<file path="src/rtl/bu_pkg.sv">
package bu_pkg;

  // branch class codes presented on brType
  typedef enum logic [2:0] {
    BR_ADV   = 3'd0,
    BR_JUMP  = 3'd1,
    BR_JCOND = 3'd2,
    BR_CALL  = 3'd3,
    BR_RET   = 3'd4,
    BR_HALT  = 3'd5
  } brType_e;

  // flag conditions for conditional jumps
  typedef enum logic [1:0] {
    CC_ZSET = 2'd0,
    CC_ZCLR = 2'd1,
    CC_CSET = 2'd2,
    CC_CCLR = 2'd3
  } cond_e;

  // source of the next fetch address
  typedef enum logic [2:0] {
    PC_HOLD = 3'd0,
    PC_SEQ  = 3'd1,
    PC_JMP  = 3'd2,
    PC_CALL = 3'd3,
    PC_POP  = 3'd4
  } pcSel_e;

  typedef enum logic [2:0] {
    ST_IDLE    = 3'd0,
    ST_PUSH_HI = 3'd1,
    ST_PUSH_LO = 3'd2,
    ST_POP_LO  = 3'd3,
    ST_POP_HI  = 3'd4,
    ST_HALT    = 3'd5
  } state_e;

  // strobes from control to datapath
  typedef struct packed {
    pcSel_e pcSel;
    logic   latchCall;
    logic   spDec;
    logic   spInc;
    logic   memWe;
    logic   memRe;
    logic   wrHi;
    logic   capLo;
  } strobe_t;

endpackage

</file>
<file path="src/rtl/bu_ctrl.sv">
module bu_ctrl
  import bu_pkg::*;
(
  input  logic       clk,
  input  logic       rstN,
  input  logic       instValid,
  input  logic [2:0] brType,
  input  logic [1:0] cond,
  input  logic       flagZ,
  input  logic       flagC,
  input  logic       resume,
  output strobe_t    strb,
  output logic       busy,
  output logic       halted
);

  state_e state, stateNext;
  logic   condTrue;

  always_comb begin
    case (cond_e'(cond))
      CC_ZSET: condTrue = flagZ;
      CC_ZCLR: condTrue = !flagZ;
      CC_CSET: condTrue = flagC;
      default: condTrue = !flagC;
    endcase
  end

  always_comb begin
    strb       = '0;
    strb.pcSel = PC_HOLD;
    stateNext  = state;
    case (state)
      ST_IDLE: begin
        if (instValid) begin
          case (brType_e'(brType))
            BR_JUMP:  strb.pcSel = PC_JMP;
            BR_JCOND: strb.pcSel = condTrue ? PC_JMP : PC_SEQ;
            BR_CALL: begin
              strb.latchCall = 1'b1;
              stateNext      = ST_PUSH_HI;
            end
            BR_RET:   stateNext = ST_POP_LO;
            BR_HALT: begin
              strb.pcSel = PC_SEQ;
              stateNext  = ST_HALT;
            end
            default:  strb.pcSel = PC_SEQ;
          endcase
        end
      end
      ST_PUSH_HI: begin
        strb.memWe = 1'b1;
        strb.spDec = 1'b1;
        strb.wrHi  = 1'b1;
        stateNext  = ST_PUSH_LO;
      end
      ST_PUSH_LO: begin
        strb.memWe = 1'b1;
        strb.spDec = 1'b1;
        strb.pcSel = PC_CALL;
        stateNext  = ST_IDLE;
      end
      ST_POP_LO: begin
        strb.memRe = 1'b1;
        strb.spInc = 1'b1;
        strb.capLo = 1'b1;
        stateNext  = ST_POP_HI;
      end
      ST_POP_HI: begin
        strb.memRe = 1'b1;
        strb.spInc = 1'b1;
        strb.pcSel = PC_POP;
        stateNext  = ST_IDLE;
      end
      ST_HALT: begin
        if (resume) stateNext = ST_IDLE;
      end
      default: stateNext = ST_IDLE;
    endcase
  end

  always_ff @(posedge clk) begin
    if (!rstN) state <= ST_IDLE;
    else       state <= stateNext;
  end

  assign busy   = (state == ST_PUSH_HI) || (state == ST_PUSH_LO) ||
                  (state == ST_POP_LO)  || (state == ST_POP_HI);
  assign halted = (state == ST_HALT);

  // the high-byte write is always followed by the low-byte write
  p_push_order_r5: assert property (@(posedge clk) disable iff (!rstN)
    state == ST_PUSH_HI |=> state == ST_PUSH_LO);

  // the low-byte read is always followed by the high-byte read
  p_pop_order_r6: assert property (@(posedge clk) disable iff (!rstN)
    state == ST_POP_LO |=> state == ST_POP_HI);

  // never read and write the stack in one cycle
  p_mem_excl_r9: assert property (@(posedge clk) disable iff (!rstN)
    !(strb.memWe && strb.memRe));

  // stack port quiet outside push/pop
  p_idle_quiet_r9: assert property (@(posedge clk) disable iff (!rstN)
    !busy |-> !strb.memWe && !strb.memRe);

endmodule

</file>
<file path="src/rtl/bu_datapath.sv">
module bu_datapath
  import bu_pkg::*;
#(
  parameter int ADDR_W             = 16,
  parameter int LEN_W              = 3,
  parameter logic [ADDR_W-1:0] RESET_PC = '0,
  parameter logic [ADDR_W-1:0] RESET_SP = 16'h0100
) (
  input  logic                   clk,
  input  logic                   rstN,
  input  strobe_t                strb,
  input  logic [ADDR_W-1:0]      target,
  input  logic [LEN_W-1:0]       instLen,
  input  logic [ADDR_W/2-1:0]    memRdata,
  output logic [ADDR_W-1:0]      pc,
  output logic [ADDR_W-1:0]      sp,
  output logic [ADDR_W-1:0]      memAddr,
  output logic [ADDR_W/2-1:0]    memWdata
);

  localparam int HALF_W = ADDR_W / 2;

  logic [ADDR_W-1:0] pcSeq, pcNext, retAddr, callTgt;
  logic [HALF_W-1:0] popLo;

  assign pcSeq = pc + ADDR_W'(instLen);

  always_comb begin
    case (strb.pcSel)
      PC_SEQ:  pcNext = pcSeq;
      PC_JMP:  pcNext = target;
      PC_CALL: pcNext = callTgt;
      PC_POP:  pcNext = {memRdata, popLo};
      default: pcNext = pc;
    endcase
  end

  always_ff @(posedge clk) begin
    if (!rstN) begin
      pc      <= RESET_PC;
      sp      <= RESET_SP;
      retAddr <= '0;
      callTgt <= '0;
      popLo   <= '0;
    end else begin
      pc <= pcNext;
      if (strb.spDec)      sp <= sp - ADDR_W'(1);
      else if (strb.spInc) sp <= sp + ADDR_W'(1);
      if (strb.latchCall) begin
        retAddr <= pcSeq;
        callTgt <= target;
      end
      if (strb.capLo) popLo <= memRdata;
    end
  end

  assign memAddr  = strb.memWe ? (sp - ADDR_W'(1)) : sp;
  assign memWdata = strb.wrHi ? retAddr[ADDR_W-1:HALF_W] : retAddr[HALF_W-1:0];

  // each push cycle lowers the stack pointer by one
  p_push_dec_r5: assert property (@(posedge clk) disable iff (!rstN)
    strb.memWe |=> sp == $past(sp) - ADDR_W'(1));

  // each pop cycle raises the stack pointer by one
  p_pop_inc_r6: assert property (@(posedge clk) disable iff (!rstN)
    strb.memRe |=> sp == $past(sp) + ADDR_W'(1));

  // pop reads happen at the current stack pointer
  p_pop_addr_r6: assert property (@(posedge clk) disable iff (!rstN)
    strb.memRe |-> memAddr == sp);

endmodule

</file>
<file path="src/rtl/pc_branch_unit.sv">
module pc_branch_unit
  import bu_pkg::*;
#(
  parameter int ADDR_W             = 16,
  parameter int LEN_W              = 3,
  parameter logic [ADDR_W-1:0] RESET_PC = '0,
  parameter logic [ADDR_W-1:0] RESET_SP = 16'h0100
) (
  input  logic                clk,
  input  logic                rstN,
  input  logic                instValid,
  input  logic [2:0]          brType,
  input  logic [1:0]          cond,
  input  logic [ADDR_W-1:0]   target,
  input  logic [LEN_W-1:0]    instLen,
  input  logic                flagZ,
  input  logic                flagC,
  input  logic                resume,
  output logic [ADDR_W-1:0]   pc,
  output logic [ADDR_W-1:0]   sp,
  output logic                busy,
  output logic                halted,
  output logic                memWe,
  output logic                memRe,
  output logic [ADDR_W-1:0]   memAddr,
  output logic [ADDR_W/2-1:0] memWdata,
  input  logic [ADDR_W/2-1:0] memRdata
);

  strobe_t strb;

  bu_ctrl uCtrl (
    .clk       (clk),
    .rstN      (rstN),
    .instValid (instValid),
    .brType    (brType),
    .cond      (cond),
    .flagZ     (flagZ),
    .flagC     (flagC),
    .resume    (resume),
    .strb      (strb),
    .busy      (busy),
    .halted    (halted)
  );

  bu_datapath #(
    .ADDR_W   (ADDR_W),
    .LEN_W    (LEN_W),
    .RESET_PC (RESET_PC),
    .RESET_SP (RESET_SP)
  ) uDp (
    .clk      (clk),
    .rstN     (rstN),
    .strb     (strb),
    .target   (target),
    .instLen  (instLen),
    .memRdata (memRdata),
    .pc       (pc),
    .sp       (sp),
    .memAddr  (memAddr),
    .memWdata (memWdata)
  );

  assign memWe = strb.memWe;
  assign memRe = strb.memRe;

  // fetch address frozen while halted
  p_halt_freeze_r8: assert property (@(posedge clk) disable iff (!rstN)
    halted |=> $stable(pc));

  // fetch address unchanged on entry to a busy sequence
  p_entry_hold_r7: assert property (@(posedge clk) disable iff (!rstN)
    $rose(busy) |-> $stable(pc));

  // nothing is busy and nothing halted straight out of reset
  p_reset_idle_r1: assert property (@(posedge clk)
    !$past(rstN) |-> !busy && !halted);

endmodule

</file>
<file path="config.mk">
export PLATFORM = sky130hd
export DESIGN_NAME = pc_branch_unit
export DESIGN_NICKNAME = d
export VERILOG_FILES = /design/src/rtl/bu_pkg.sv /design/src/rtl/bu_ctrl.sv /design/src/rtl/bu_datapath.sv /design/src/rtl/pc_branch_unit.sv
export SDC_FILE = /design/constraint.sdc
export NUM_CORES = 1
export LEC_CHECK = 0
export ABC_AREA = 0
export BUFFER_PORTS_ARGS = -buffer_cell sky130_fd_sc_hd__buf_2
export CAP_MARGIN = 20
export CORE_ASPECT_RATIO = 0.8
export CORE_MARGIN = 5
export CORE_UTILIZATION = 40
export CTS_CLUSTER_DIAMETER = 40
export DETAILED_ROUTE_END_ITERATION = 6
export SLEW_MARGIN = 0
export SYNTH_ARGS = -nofsm -noshare
export SYNTH_HDL_FRONTEND = slang
export SYNTH_SLANG_ARGS = --single-unit
</file>
<file path="constraint.sdc">
create_clock -name clk -period 4.6 [get_ports clk]
set_input_delay 0.23 -clock clk [delete_from_list [all_inputs] [get_ports clk]]
set_output_delay 0.23 -clock clk [all_outputs]
set_load 0.005 [all_outputs]
</file>
==> metrics.md <==
| Metric | Value |
|---|---|
| Worst Path Arrival | 2.94 ns |
| Die Area | 13400 um2 |
| DR iter-0 viols | 369 |
| Cts repair resizes | 0 |
| # DRC | 0 |
| Avg Inst Size Synth | 7.75 um2 |
| Status | completed |
| Internal cell power | 1.32 mW |
| Unique masters post-synth | 64 |
| Clock power frac | 0.364 |
| Sw Pwr | 618 uW |
| First-pass GRT wire length | 21800 um |
| Layout cells sized above 1 | 0.208 |
| Setup Crit Path Kind | flip-flop to primary output |
| Max Used Layer | met4 |
| First-pass DRT Iterations | 6 |
| Reg2Reg Launch Point | uDp.sp[0] |
| Ys Warns | 0 |
| P&R area growth vs syn | 18.1% |
| Sw frac | 0.319 |
| Fin. Hold Viols | 0 |
| Routed wl met2 | 5670 um |
| Slew Viols, Final | 0 |
| Cells on worst reg2reg path | 7 |
| Hold/Removal Path Class | input pin to flip-flop |
| Met1 WL | 6880 um |
| IO Port Bufs | 97 |
| Mapped Area | 4460 um2 |
| Final Net Count | 690 |
| Crit-path max FO | 8 |
| Number of global-route vias before repair | 4033 |
| Tot Pwr | 1.94 mW |
| Final Skew | 0.00563 ns |
| Setup violators final | 0 |
| Least-Margin Pin Slew | 1.12 ns |
| Final ANT Viol Nets | 0 |
| Peak VDD IR | 185 uV |
| Die span in y | 104 um |
| Leakage | 2.14 nW |
| Die W | 128 um |
| TritonCTS clock tree | done |
| Peak Freq | 0.315 GHz |
| Part of the power in registers | 0.396 |
| Gr usage total | 0.202 |
| P per Cell Area | 368 nW/um2 |
| Root buffer cell | clkbuf_16 |
| Post-CTS Setup Bufs | 0 |
| Max clock buf depth | 2 |
| Row count | 34 |
| Final min period | 3.17 ns |
| Critical Path End Type | primary output |
| Fin crit share | 0.689 |
| Starting density of the core | 0.410 |
| Critical Path RT | 4.37 ns |
| Slew HR | 0.253 |
| Syn Inst Count | 576 |
| Post-Synthesis Net Count | 622 |
| Worst hold path depth | 3 |
| Reg clk slew, reported paths | 0.06 ns |
| Clock latency on the worst-skew pair | 0.34 ns |
| Vias/cell | 5.71 |
| Ports | 98 |
| # Max-Cap Violations | 0 |
| TritonCTS Buffers | 9 |
| CP startpoint kind | flip-flop |
| Routability Congestion | 0.874 |
| Comb pwr share | 0.240 |
| FF+latch count, synth | 75 |
| EDFF count, synth | 0 |
| Share of the yosys chip area belonging to registers | 0.336 |
| Most used DFF post-synth | dfxtp_1 |
| Core area | 10900 um2 |
| Initial antenna violation count | 0 |
| Met3 wire length | 1070 um |
| Setup repair after global routing missed its margin | no |
| Hold wc startpoint | memRdata[6] |
| Hold buffers post-CTS | 0 |
| TNS Setup | 0 ns |
| DP HPWL | 9770 um |
| Largest net degree at the start of global routing | 31 |
| Wirelength per Cell | 17.4 um |
| ANT cells | 0 |
| GR Overflow Total | 0 |
| Total number of vias | 4527 |
| H-tree levels | 3 |
| Final WL | 13800 um |
| Clk sinks | 75 |
| Async set-reset flop share out of synthesis | 0 |
| CP startpoint | uDp.sp[0] |
-- sequential cells by signal, summed over array words and instances (netlist names) --
name         flops
uDp.sp          16
uDp.pc          16
uDp.popLo        8
uDp.callTgt     16
uDp.retAddr     16
uCtrl.state      3
-- metrics by stage --
| step | instances | setup WS (ns) | hold WS (ns) | cell area (um2) | utilization |
|---|---|---|---|---|---|
| after floorplan | 576 | 2.20 | 0.364 | 4460 | - |
| after detailed placement | 776 | 1.79 | 0.449 | 4970 | 0.456 |
| after global placement | 776 | 1.90 | 0.444 | 4970 | 0.456 |
| after CTS | 792 | 1.43 | 0.136 | 5260 | 0.483 |
| after global routing | 793 | 1.15 | 0.147 | 5270 | 0.484 |
| final | 793 | 1.43 | 0.146 | 5270 | 0.484 |
-- critical path, stage by stage (launching register included) --
cell and delay (ns):
dfxtp_1 0.36, inv_1 0.14, ha_1 0.22, or4b_2 0.69, nand3b_1 0.42, nor4_1 0.49
xor2_1 0.17, buf_2 0.12
-- layout make-up --
cell class	instances	area (um2)
Sequential cell	75	1500
Fill cell	1136	5620
Tap cell	144	180
Inverter	14	52.6
Clock buffer	11	243
Clock inverter	5	52.6
Timing Repair Buffer	101	515
Multi-Input combinational cell	443	2730
-- power by group through the flow --
stage          Sequential (mW)  Clock [mW]  Combinational [mW]
2_1_floorplan            0.748           0               0.320
4_1_cts                  0.767       0.719               0.463
3_3_place_gp             0.779           0               0.455
6_report                 0.768       0.706               0.465
3_5_place_dp             0.781           0               0.459
5_1_grt                  0.779       0.742               0.516
-- cell usage after synthesis (3+ instances only) --
cell / number / area share
nand2_1: 88 / 0.074
mux2i_1: 4 / 0.0090
a21oi_1: 50 / 0.056
nor3_1: 24 / 0.027
a222oi_1: 4 / 0.0090
nand4_1: 3 / 0.0042
a211oi_1: 12 / 0.020
o211ai_1: 6 / 0.010
xor2_1: 17 / 0.033
xnor2_1: 15 / 0.029
nor2_1: 42 / 0.035
a31oi_1: 5 / 0.0070
nor3b_1: 4 / 0.0067
nand3_1: 9 / 0.010
mux2_2: 8 / 0.020
o31ai_1: 5 / 0.0084
nand3b_1: 6 / 0.010
and2_1: 6 / 0.0084
a221oi_1: 7 / 0.014
a22oi_1: 6 / 0.010
a211o_1: 3 / 0.0059
a2111oi_0: 3 / 0.0059
a22o_1: 10 / 0.020
nand2b_1: 4 / 0.0056
and3_1: 7 / 0.0098
clkbuf_1: 38 / 0.032
inv_1: 12 / 0.010
or2b_1: 3 / 0.0050
o21a_1: 5 / 0.0084
dfxtp_1: 75 / 0.34
ha_1: 7 / 0.020
nor4_1: 7 / 0.0098
nor2b_1: 4 / 0.0056
o22ai_1: 8 / 0.011
o21ai_0: 31 / 0.035
a21o_1: 3 / 0.0050
-- path summary, 6_finish.rpt --
path                                  endpoint  slack, ns
worst max-delay path               memAddr[10]       1.43
worst min-delay path              uDp.popLo[6]       0.15
worst max register to register      uDp.sp[10]       1.86
worst min register to register  uDp.retAddr[2]       0.45
-- kinds of logic (layout without fill, tap and decap cells) --
logic type | count (synthesis) | count (layout) | synth area share
mux | 12 | 12 | 0.0292
buf+inv | 58 | 131 | 0.0535
flops | 75 | 75 | 0.336
xor+xnor | 32 | 32 | 0.0628
fa+ha+maj | 8 | 8 | 0.0241
compound gates | 172 | 172 | 0.260
simple gates | 219 | 219 | 0.234
-- layer usage --
layer | up-vias | track usage
met1 | 2136 | 0.313
met2 | 152 | 0.281
met4 | 0 | 0.0477
met3 | 13 | 0.0462
met5 | - | 0
li1 | 2226 | -
-- cells in the final DEF (no fill, tap or decap), drive strengths merged, types with 3 or more instances in the layout --
cell	n
a221oi	9
a2111oi	3
ha	7
and2	7
clkinv	5
nor2	42
a21o	3
a211o	3
a21oi	50
nand2b	4
a31oi	5
nand3	9
or2b	3
a222oi	4
o21a	6
or4b	3
mux2	8
xor2	17
inv	12
clkbuf	11
xnor2	15
buf	101
nor4	7
a22o	10
nand2	88
nor3b	4
nor3	24
nand3b	6
o22ai	8
o21ai	31
o31ai	5
a211oi	12
o211ai	6
mux2i	4
a22oi	6
and3	7
nor2b	4
nand4	3
dfxtp	75
Power figures use the tool's default switching activity.
